`src/rtl/tick_trim_pkg.sv`:
```
`timescale 1ns/100ps
package tick_trim_pkg;
  typedef enum logic [1:0] {
    MODE_OFF    = 2'b00,
    MODE_HW     = 2'b01,
    MODE_SW_OVF = 2'b10,
    MODE_SW_ALL = 2'b11
  } trim_mode_e;
endpackage

```
`src/rtl/tt_slow_div.sv`:
```
`timescale 1ns/100ps
module tt_slow_div #(
  parameter int unsigned SLOW_DIV = 7
) (
  input  logic clk_i,
  input  logic rst_ni,
  output logic slow_en_o
);
  localparam int unsigned W = (SLOW_DIV > 1) ? $clog2(SLOW_DIV) : 1;

  logic [W-1:0] cnt_q;
  wire last = (cnt_q == W'(SLOW_DIV - 1));

  always_ff @(posedge clk_i or negedge rst_ni) begin
    if (!rst_ni)   cnt_q <= '0;
    else if (last) cnt_q <= '0;
    else           cnt_q <= cnt_q + 1'b1;
  end

  assign slow_en_o = last;
endmodule

```
`src/rtl/tt_period_ctr.sv`:
```
`timescale 1ns/100ps
module tt_period_ctr #(
  parameter int unsigned CNT_W = 20
) (
  input  logic             clk_i,
  input  logic             rst_ni,
  input  logic             slow_en_i,
  input  logic [CNT_W-1:0] reload_i,
  input  logic             ext_req_i,
  output logic             consume_o,
  output logic             tick_o
);
  logic [CNT_W-1:0] cnt_q;
  logic             tick_q;

  wire at_end = slow_en_i && (cnt_q == '0);

  // an extension request turns one reload into a one-step hold
  assign consume_o = at_end && ext_req_i;

  always_ff @(posedge clk_i or negedge rst_ni) begin
    if (!rst_ni) begin
      cnt_q  <= '0;
      tick_q <= 1'b0;
    end else begin
      tick_q <= at_end && !ext_req_i;
      if (slow_en_i) begin
        if (cnt_q != '0)    cnt_q <= cnt_q - 1'b1;
        else if (ext_req_i) cnt_q <= '0;
        else                cnt_q <= reload_i;
      end
    end
  end

  assign tick_o = tick_q;
endmodule

```
`src/rtl/tt_phase_ctl.sv`:
```
`timescale 1ns/100ps
module tt_phase_ctl
  import tick_trim_pkg::*;
#(
  parameter int unsigned SLOW_DIV = 7,
  parameter int unsigned PH_W     = 3
) (
  input  logic            clk_i,
  input  logic            rst_ni,
  input  logic            tick_i,
  input  logic [1:0]      mode_i,
  input  logic [PH_W-1:0] corr_i,
  input  logic            adj_we_i,
  input  logic            adj_wd_i,
  input  logic            irq_clr_i,
  input  logic            consume_i,
  output logic [PH_W-1:0] phase_o,
  output logic            irq_o,
  output logic            status_o,
  output logic            ext_req_o
);
  localparam int unsigned SW = PH_W + 1;

  trim_mode_e mode;
  assign mode = trim_mode_e'(mode_i);

  logic [PH_W-1:0] phase_q;
  logic            calc_q, ovf_q, irq_q, status_q, ext_q;
  logic [SW-1:0]   sum, wrap;
  logic            ovf;
  logic [PH_W-1:0] phase_nxt;

  always_comb begin
    sum       = {1'b0, phase_q} + {1'b0, corr_i};
    wrap      = sum - SW'(SLOW_DIV);
    ovf       = (sum >= SW'(SLOW_DIV));
    phase_nxt = ovf ? wrap[PH_W-1:0] : sum[PH_W-1:0];
  end

  wire active   = (mode != MODE_OFF);
  wire sw_mode  = (mode == MODE_SW_OVF) || (mode == MODE_SW_ALL);
  wire adj_hit  = adj_we_i && adj_wd_i && sw_mode;
  wire irq_set  = calc_q && ((mode == MODE_HW) || (mode == MODE_SW_ALL) || ovf_q);
  wire hw_ext   = calc_q && ovf_q && (mode == MODE_HW);

  // calculation stage: phase and overflow land one cycle after the tick
  always_ff @(posedge clk_i or negedge rst_ni) begin
    if (!rst_ni) begin
      phase_q <= '0;
      calc_q  <= 1'b0;
      ovf_q   <= 1'b0;
    end else begin
      calc_q <= tick_i && active;
      if (tick_i && active) begin
        phase_q <= phase_nxt;
        ovf_q   <= ovf;
      end
    end
  end

  always_ff @(posedge clk_i or negedge rst_ni) begin
    if (!rst_ni)        irq_q <= 1'b0;
    else if (irq_set)   irq_q <= 1'b1;
    else if (irq_clr_i) irq_q <= 1'b0;
  end

  always_ff @(posedge clk_i or negedge rst_ni) begin
    if (!rst_ni) begin
      status_q <= 1'b0;
    end else if (!active) begin
      status_q <= 1'b0;
    end else if (calc_q) begin
      if (mode == MODE_SW_OVF) begin
        if (ovf_q) status_q <= 1'b1;
      end else begin
        status_q <= ovf_q;
      end
    end else if (adj_hit) begin
      status_q <= 1'b0;
    end
  end

  // a fresh request wins over consumption in the same cycle
  always_ff @(posedge clk_i or negedge rst_ni) begin
    if (!rst_ni)               ext_q <= 1'b0;
    else if (hw_ext || adj_hit) ext_q <= 1'b1;
    else if (consume_i)        ext_q <= 1'b0;
  end

  assign phase_o   = phase_q;
  assign irq_o     = irq_q;
  assign status_o  = status_q;
  assign ext_req_o = ext_q;
endmodule

```
`src/rtl/tt_mark_gen.sv`:
```
`timescale 1ns/100ps
module tt_mark_gen #(
  parameter int unsigned DIV_W = 8,
  parameter int unsigned PH_W  = 3
) (
  input  logic             clk_i,
  input  logic             rst_ni,
  input  logic             tick_i,
  input  logic [PH_W-1:0]  phase_i,
  input  logic [DIV_W-1:0] mark_div_i,
  output logic             timemark_o
);
  logic [DIV_W-1:0] mcnt_q;
  logic [PH_W-1:0]  dly_q;
  logic             arm_q, pos_q, neg_q;

  wire [DIV_W:0] seen = {1'b0, mcnt_q} + 1'b1;
  wire           fire = tick_i && (seen >= {1'b0, mark_div_i});

  always_ff @(posedge clk_i or negedge rst_ni) begin
    if (!rst_ni) begin
      mcnt_q <= '0;
      dly_q  <= '0;
      arm_q  <= 1'b0;
      pos_q  <= 1'b0;
    end else begin
      pos_q <= 1'b0;
      if (tick_i) mcnt_q <= fire ? '0 : seen[DIV_W-1:0];
      if (fire) begin
        arm_q <= 1'b1;
        dly_q <= phase_i;
      end else if (arm_q) begin
        if (dly_q == '0) begin
          pos_q <= 1'b1;
          arm_q <= 1'b0;
        end else begin
          dly_q <= dly_q - 1'b1;
        end
      end
    end
  end

  // half-cycle retiming on the falling edge
  always_ff @(negedge clk_i or negedge rst_ni) begin
    if (!rst_ni) neg_q <= 1'b0;
    else         neg_q <= pos_q;
  end

  assign timemark_o = neg_q;
endmodule

```
`src/rtl/tick_trim_gen.sv`:
```
`timescale 1ns/100ps
module tick_trim_gen #(
  parameter int unsigned SLOW_DIV = 7,
  parameter int unsigned PH_W     = 3,
  parameter int unsigned CNT_W    = 20,
  parameter int unsigned DIV_W    = 8
) (
  input  logic             clk_i,
  input  logic             rst_ni,
  input  logic [CNT_W-1:0] reload_i,
  input  logic [PH_W-1:0]  corr_i,
  input  logic [1:0]       mode_i,
  input  logic [DIV_W-1:0] mark_div_i,
  input  logic             adj_we_i,
  input  logic             adj_wd_i,
  input  logic             irq_clr_i,
  output logic             tick_o,
  output logic [PH_W-1:0]  phase_o,
  output logic             irq_o,
  output logic             adj_status_o,
  output logic             timemark_o
);
  logic slow_en, ext_req, consume, tick;
  logic [PH_W-1:0] phase;

  tt_slow_div #(.SLOW_DIV(SLOW_DIV)) u_div (
    .clk_i     (clk_i),
    .rst_ni    (rst_ni),
    .slow_en_o (slow_en)
  );

  tt_period_ctr #(.CNT_W(CNT_W)) u_per (
    .clk_i     (clk_i),
    .rst_ni    (rst_ni),
    .slow_en_i (slow_en),
    .reload_i  (reload_i),
    .ext_req_i (ext_req),
    .consume_o (consume),
    .tick_o    (tick)
  );

  tt_phase_ctl #(.SLOW_DIV(SLOW_DIV), .PH_W(PH_W)) u_ph (
    .clk_i     (clk_i),
    .rst_ni    (rst_ni),
    .tick_i    (tick),
    .mode_i    (mode_i),
    .corr_i    (corr_i),
    .adj_we_i  (adj_we_i),
    .adj_wd_i  (adj_wd_i),
    .irq_clr_i (irq_clr_i),
    .consume_i (consume),
    .phase_o   (phase),
    .irq_o     (irq_o),
    .status_o  (adj_status_o),
    .ext_req_o (ext_req)
  );

  tt_mark_gen #(.DIV_W(DIV_W), .PH_W(PH_W)) u_mark (
    .clk_i      (clk_i),
    .rst_ni     (rst_ni),
    .tick_i     (tick),
    .phase_i    (phase),
    .mark_div_i (mark_div_i),
    .timemark_o (timemark_o)
  );

  assign tick_o  = tick;
  assign phase_o = phase;
endmodule

```
`config.mk`:
```
export PLATFORM = sky130hd
export DESIGN_NAME = tick_trim_gen
export DESIGN_NICKNAME = d
export VERILOG_FILES = /design/src/rtl/tick_trim_pkg.sv /design/src/rtl/tt_slow_div.sv /design/src/rtl/tt_period_ctr.sv /design/src/rtl/tt_phase_ctl.sv /design/src/rtl/tt_mark_gen.sv /design/src/rtl/tick_trim_gen.sv
export SDC_FILE = /design/constraint.sdc
export NUM_CORES = 1
export LEC_CHECK = 0
export CORE_ASPECT_RATIO = 2
export CORE_MARGIN = 1.5
export CORE_UTILIZATION = 49
export CTS_CLUSTER_SIZE = 28
export DETAILED_ROUTE_END_ITERATION = 8
export GPL_TIMING_DRIVEN = 0
export MAX_ROUTING_LAYER = met4
export PLACE_DENSITY = 0.88
export SYNTH_ARGS = -nofsm -noshare
export SYNTH_HDL_FRONTEND = slang
export SYNTH_SLANG_ARGS = --single-unit
```
`constraint.sdc`:
```
create_clock -name clk_i -period 2.6 [get_ports clk_i]
set_clock_uncertainty 0.15 [all_clocks]
set_input_delay 0.52 -clock clk_i [delete_from_list [all_inputs] [get_ports clk_i]]
set_output_delay 0.52 -clock clk_i [all_outputs]
set_load 0.01 [all_outputs]
```
==> impl_metrics.yaml <==
outcome:
  run_status: "finished with violations"
  violations: "hold timing, setup timing"
timing:
  slew_headroom: 0.631
  rsz0062_at_grt: "true"
  timing.hold.ws_ps: -13.7
  slew_violations: 0
  setup_violations: 5
  worst_slack_ps: -174
  tightestPinTransition_ps: 554
  hold_viol: 11
setup_path:
  path_class: "register to primary output"
  cp.required_ps: 1930
  path_max_fanout: 1
  worst-path-stages: 1
  path_cells: "buf_2"
  slowest_stage: "dfrtn_1"
  r2r_slack_ps: -110
  cp_top_family: "flip-flops"
  crit_path_max_incr_delay_ps: 380
  cp.arrival_ps: 2100
  worst-r2r-cell-count: 9
  crit_path_end_kind: "primary output"
  cp_num_buf_inv: 1
  cp-start-kind: "register"
synthesis:
  yosysSeqAreaShare: 0.411
  async_flop_share: 1.00
  yosys-top-cells-area: "dfrtp_1 40%, ha_1 7.6%, a221o_1 3.6%"
  syn_nets: 332
  synthDistinctLibCells: 60
  synth_seq_cells: 46
  syn_area_per_cell_um2: 10.1
  yosysTopAreaCell: "dfrtp_1"
  yosys_warnings: 0
  synth_edf_count: 0
  ys.flop_type: "dfrtp_1"
  synth_top_area_frac: 0.403
  synthCells: 276
  synthTopCellsByCount: "45 x dfrtp_1, 24 x nand2_1, 20 x inv_1"
  synth.most_common_cell: "dfrtp_1"
  syn_area_um2: 2800
global_route:
  grt_pass1_vias: 2459
  antenna_found_initial: 0
  grt_pass1_wl_mm: 10.3
  grt_usage: 0.217
  met2_usage: 0.402
  use_met3: 0.0365
  use_met1: 0.213
  grt.busiest_layer: "met2"
  grt_max_degree: 30
  overflow: 0
min_path:
  hold_path.class: "input pin to asynchronous set/reset pin"
routing:
  route.detailed.drc: 0
  post_drt_wl_per_cell_um: 16.1
  dr.pass1.iters: 5
  drtIter0Drc: 86
  vias: 2419
  viasPerCell: 6.00
  wl_mm: 6.50
  antenna_left: 0
floorplan:
  die_area_um2: 6200
  die-width_um: 56.4
  row_count: 38
  core_um2: 5470
  fp.dieH_um: 110
  start_util: 0.512
  boundaryPins: 45
finish:
  drive_gt1_frac: 0.195
  area_growth_pct: 30.9
  fillers: 406
  n_antenna_cell: 0
  layout.nets: 398
  post-route-util: 0.670
clock_tree:
  clock-sinks: 46
  cts_buffers: 5
  clk_path_buf_depth: 2
  cts_tree: "done"
  clk_pin_slew_ps: 90
  ctsHoldBuffers: 0
  htree_levels: 2
  clockRootBuffer: "clkbuf_8"
  clock_latency_ps: 310
job:
  cap_violations: 0
placement:
  gp_congestion: 0.793
  port-buffer-count: 44
  hpwlAfterDp_mm: 4.64
power_and_ir_drop:
  cellPowerDensity_nw_per_um2: 350
  ir_worst_vdd_mv: 0.361
  p_leak_nw: 1.62
[final timing paths]
check                                              from                     endpoint
min reg2reg                    u_div.cnt_q[0]$_DFF_PN0_     u_div.cnt_q[0]$_DFF_PN0_
max                         u_mark.timemark_o$_DFF_NN0_                   timemark_o
min                                              rst_ni       u_mark.pos_q$_DFF_PN0_
max reg2reg                u_mark.mcnt_q[1]$_DFFE_PN0P_  u_mark.dly_q[0]$_DFFE_PN0P_
max in group asynchronous                        rst_ni  u_mark.timemark_o$_DFF_NN0_
min in group clk_i             u_div.cnt_q[0]$_DFF_PN0_     u_div.cnt_q[0]$_DFF_PN0_
[power breakdown]
part	internal, W	leakage, nW	switching (W)
clock network	0.000187	0.0450	0.000251
logic	0.0000759	1.00	0.0000537
registers	0.000715	0.573	0.000000380
total	0.000978	1.62	0.000305
[timing repair]
action                     4_1_cts  5_1_grt
setup endpoints to repair       10       14
gates cloned                     0        0
pin swaps                        4        9
setup buffers                    8        7
gates resized for setup         10       20
hold endpoints to repair         0        0
[registers in the layout, indices dropped and copies added, names as in the netlist, 3 cells and up]
signal / cells
u_per.cnt_q: 20
u_mark.dly_q: 3
u_div.cnt_q: 3
u_mark.mcnt_q: 8
u_ph.phase_o: 3
[placed cells by master, fill, tap and decap left out, types with 4 or more instances in the layout]
cell type / n
nand4_1: 4
nor4_4: 4
nand2b_1: 4
nand4b_1: 4
inv_1: 20
dfrtp_1: 41
xnor2_1: 5
clkdlybuf4s50_1: 42
dfrtp_2: 4
xor2_1: 4
nand3b_1: 4
nor3_1: 18
a21oi_1: 5
clkbuf_8: 5
nand3_1: 5
buf_4: 16
ha_1: 16
a221o_1: 10
nand2_1: 23
or3_1: 6
o21ai_0: 9
nor2_1: 9
a21o_1: 6
[per-stage QoR]
step	cells	worst slack [ps]	TNS (ps)	total power [W]	cell area, um2
global route	403	-228	-1820	0.00132	3660
finish	403	-174	-557	0.00128	3660
floorplan	276	10.3	0	0.000759	2840
detailed placement	381	-321	-2200	0.000843	3370
CTS	397	-175	-566	0.00127	3530
global placement	380	-1600	-22150	0.000837	3360
[cells by family after synthesis]
group,share of synthesized area
buf+inv,0.0420
simple gates,0.246
xor+xnor,0.0282
compound gates,0.165
mux,0.0233
fa+ha+maj,0.0832
flops,0.411
[cell type report]
cell class / instances / area, um2 / share of cell area
flip-flops and latches: 46 / 1160 / 0.316
multi-input cells: 203 / 1670 / 0.455
well taps: 60 / 75.1 / 0.0205
plain buffers: 6 / 38.8 / 0.0106
clock buffers: 6 / 72.6 / 0.0198
inverters: 20 / 75.1 / 0.0205
clock inverters: 2 / 10.0 / 0.00273
repair buffers: 60 / 567 / 0.155
[routing by layer]
layer  up-vias  wire length (um)  share of wire
met1      1192              2500           0.38
met5         -                 0              0
met3        12               200          0.031
met2        56              3630           0.56
li1       1159                 -              -
met4         0               170          0.026
(Power assumes the default switching activity.)
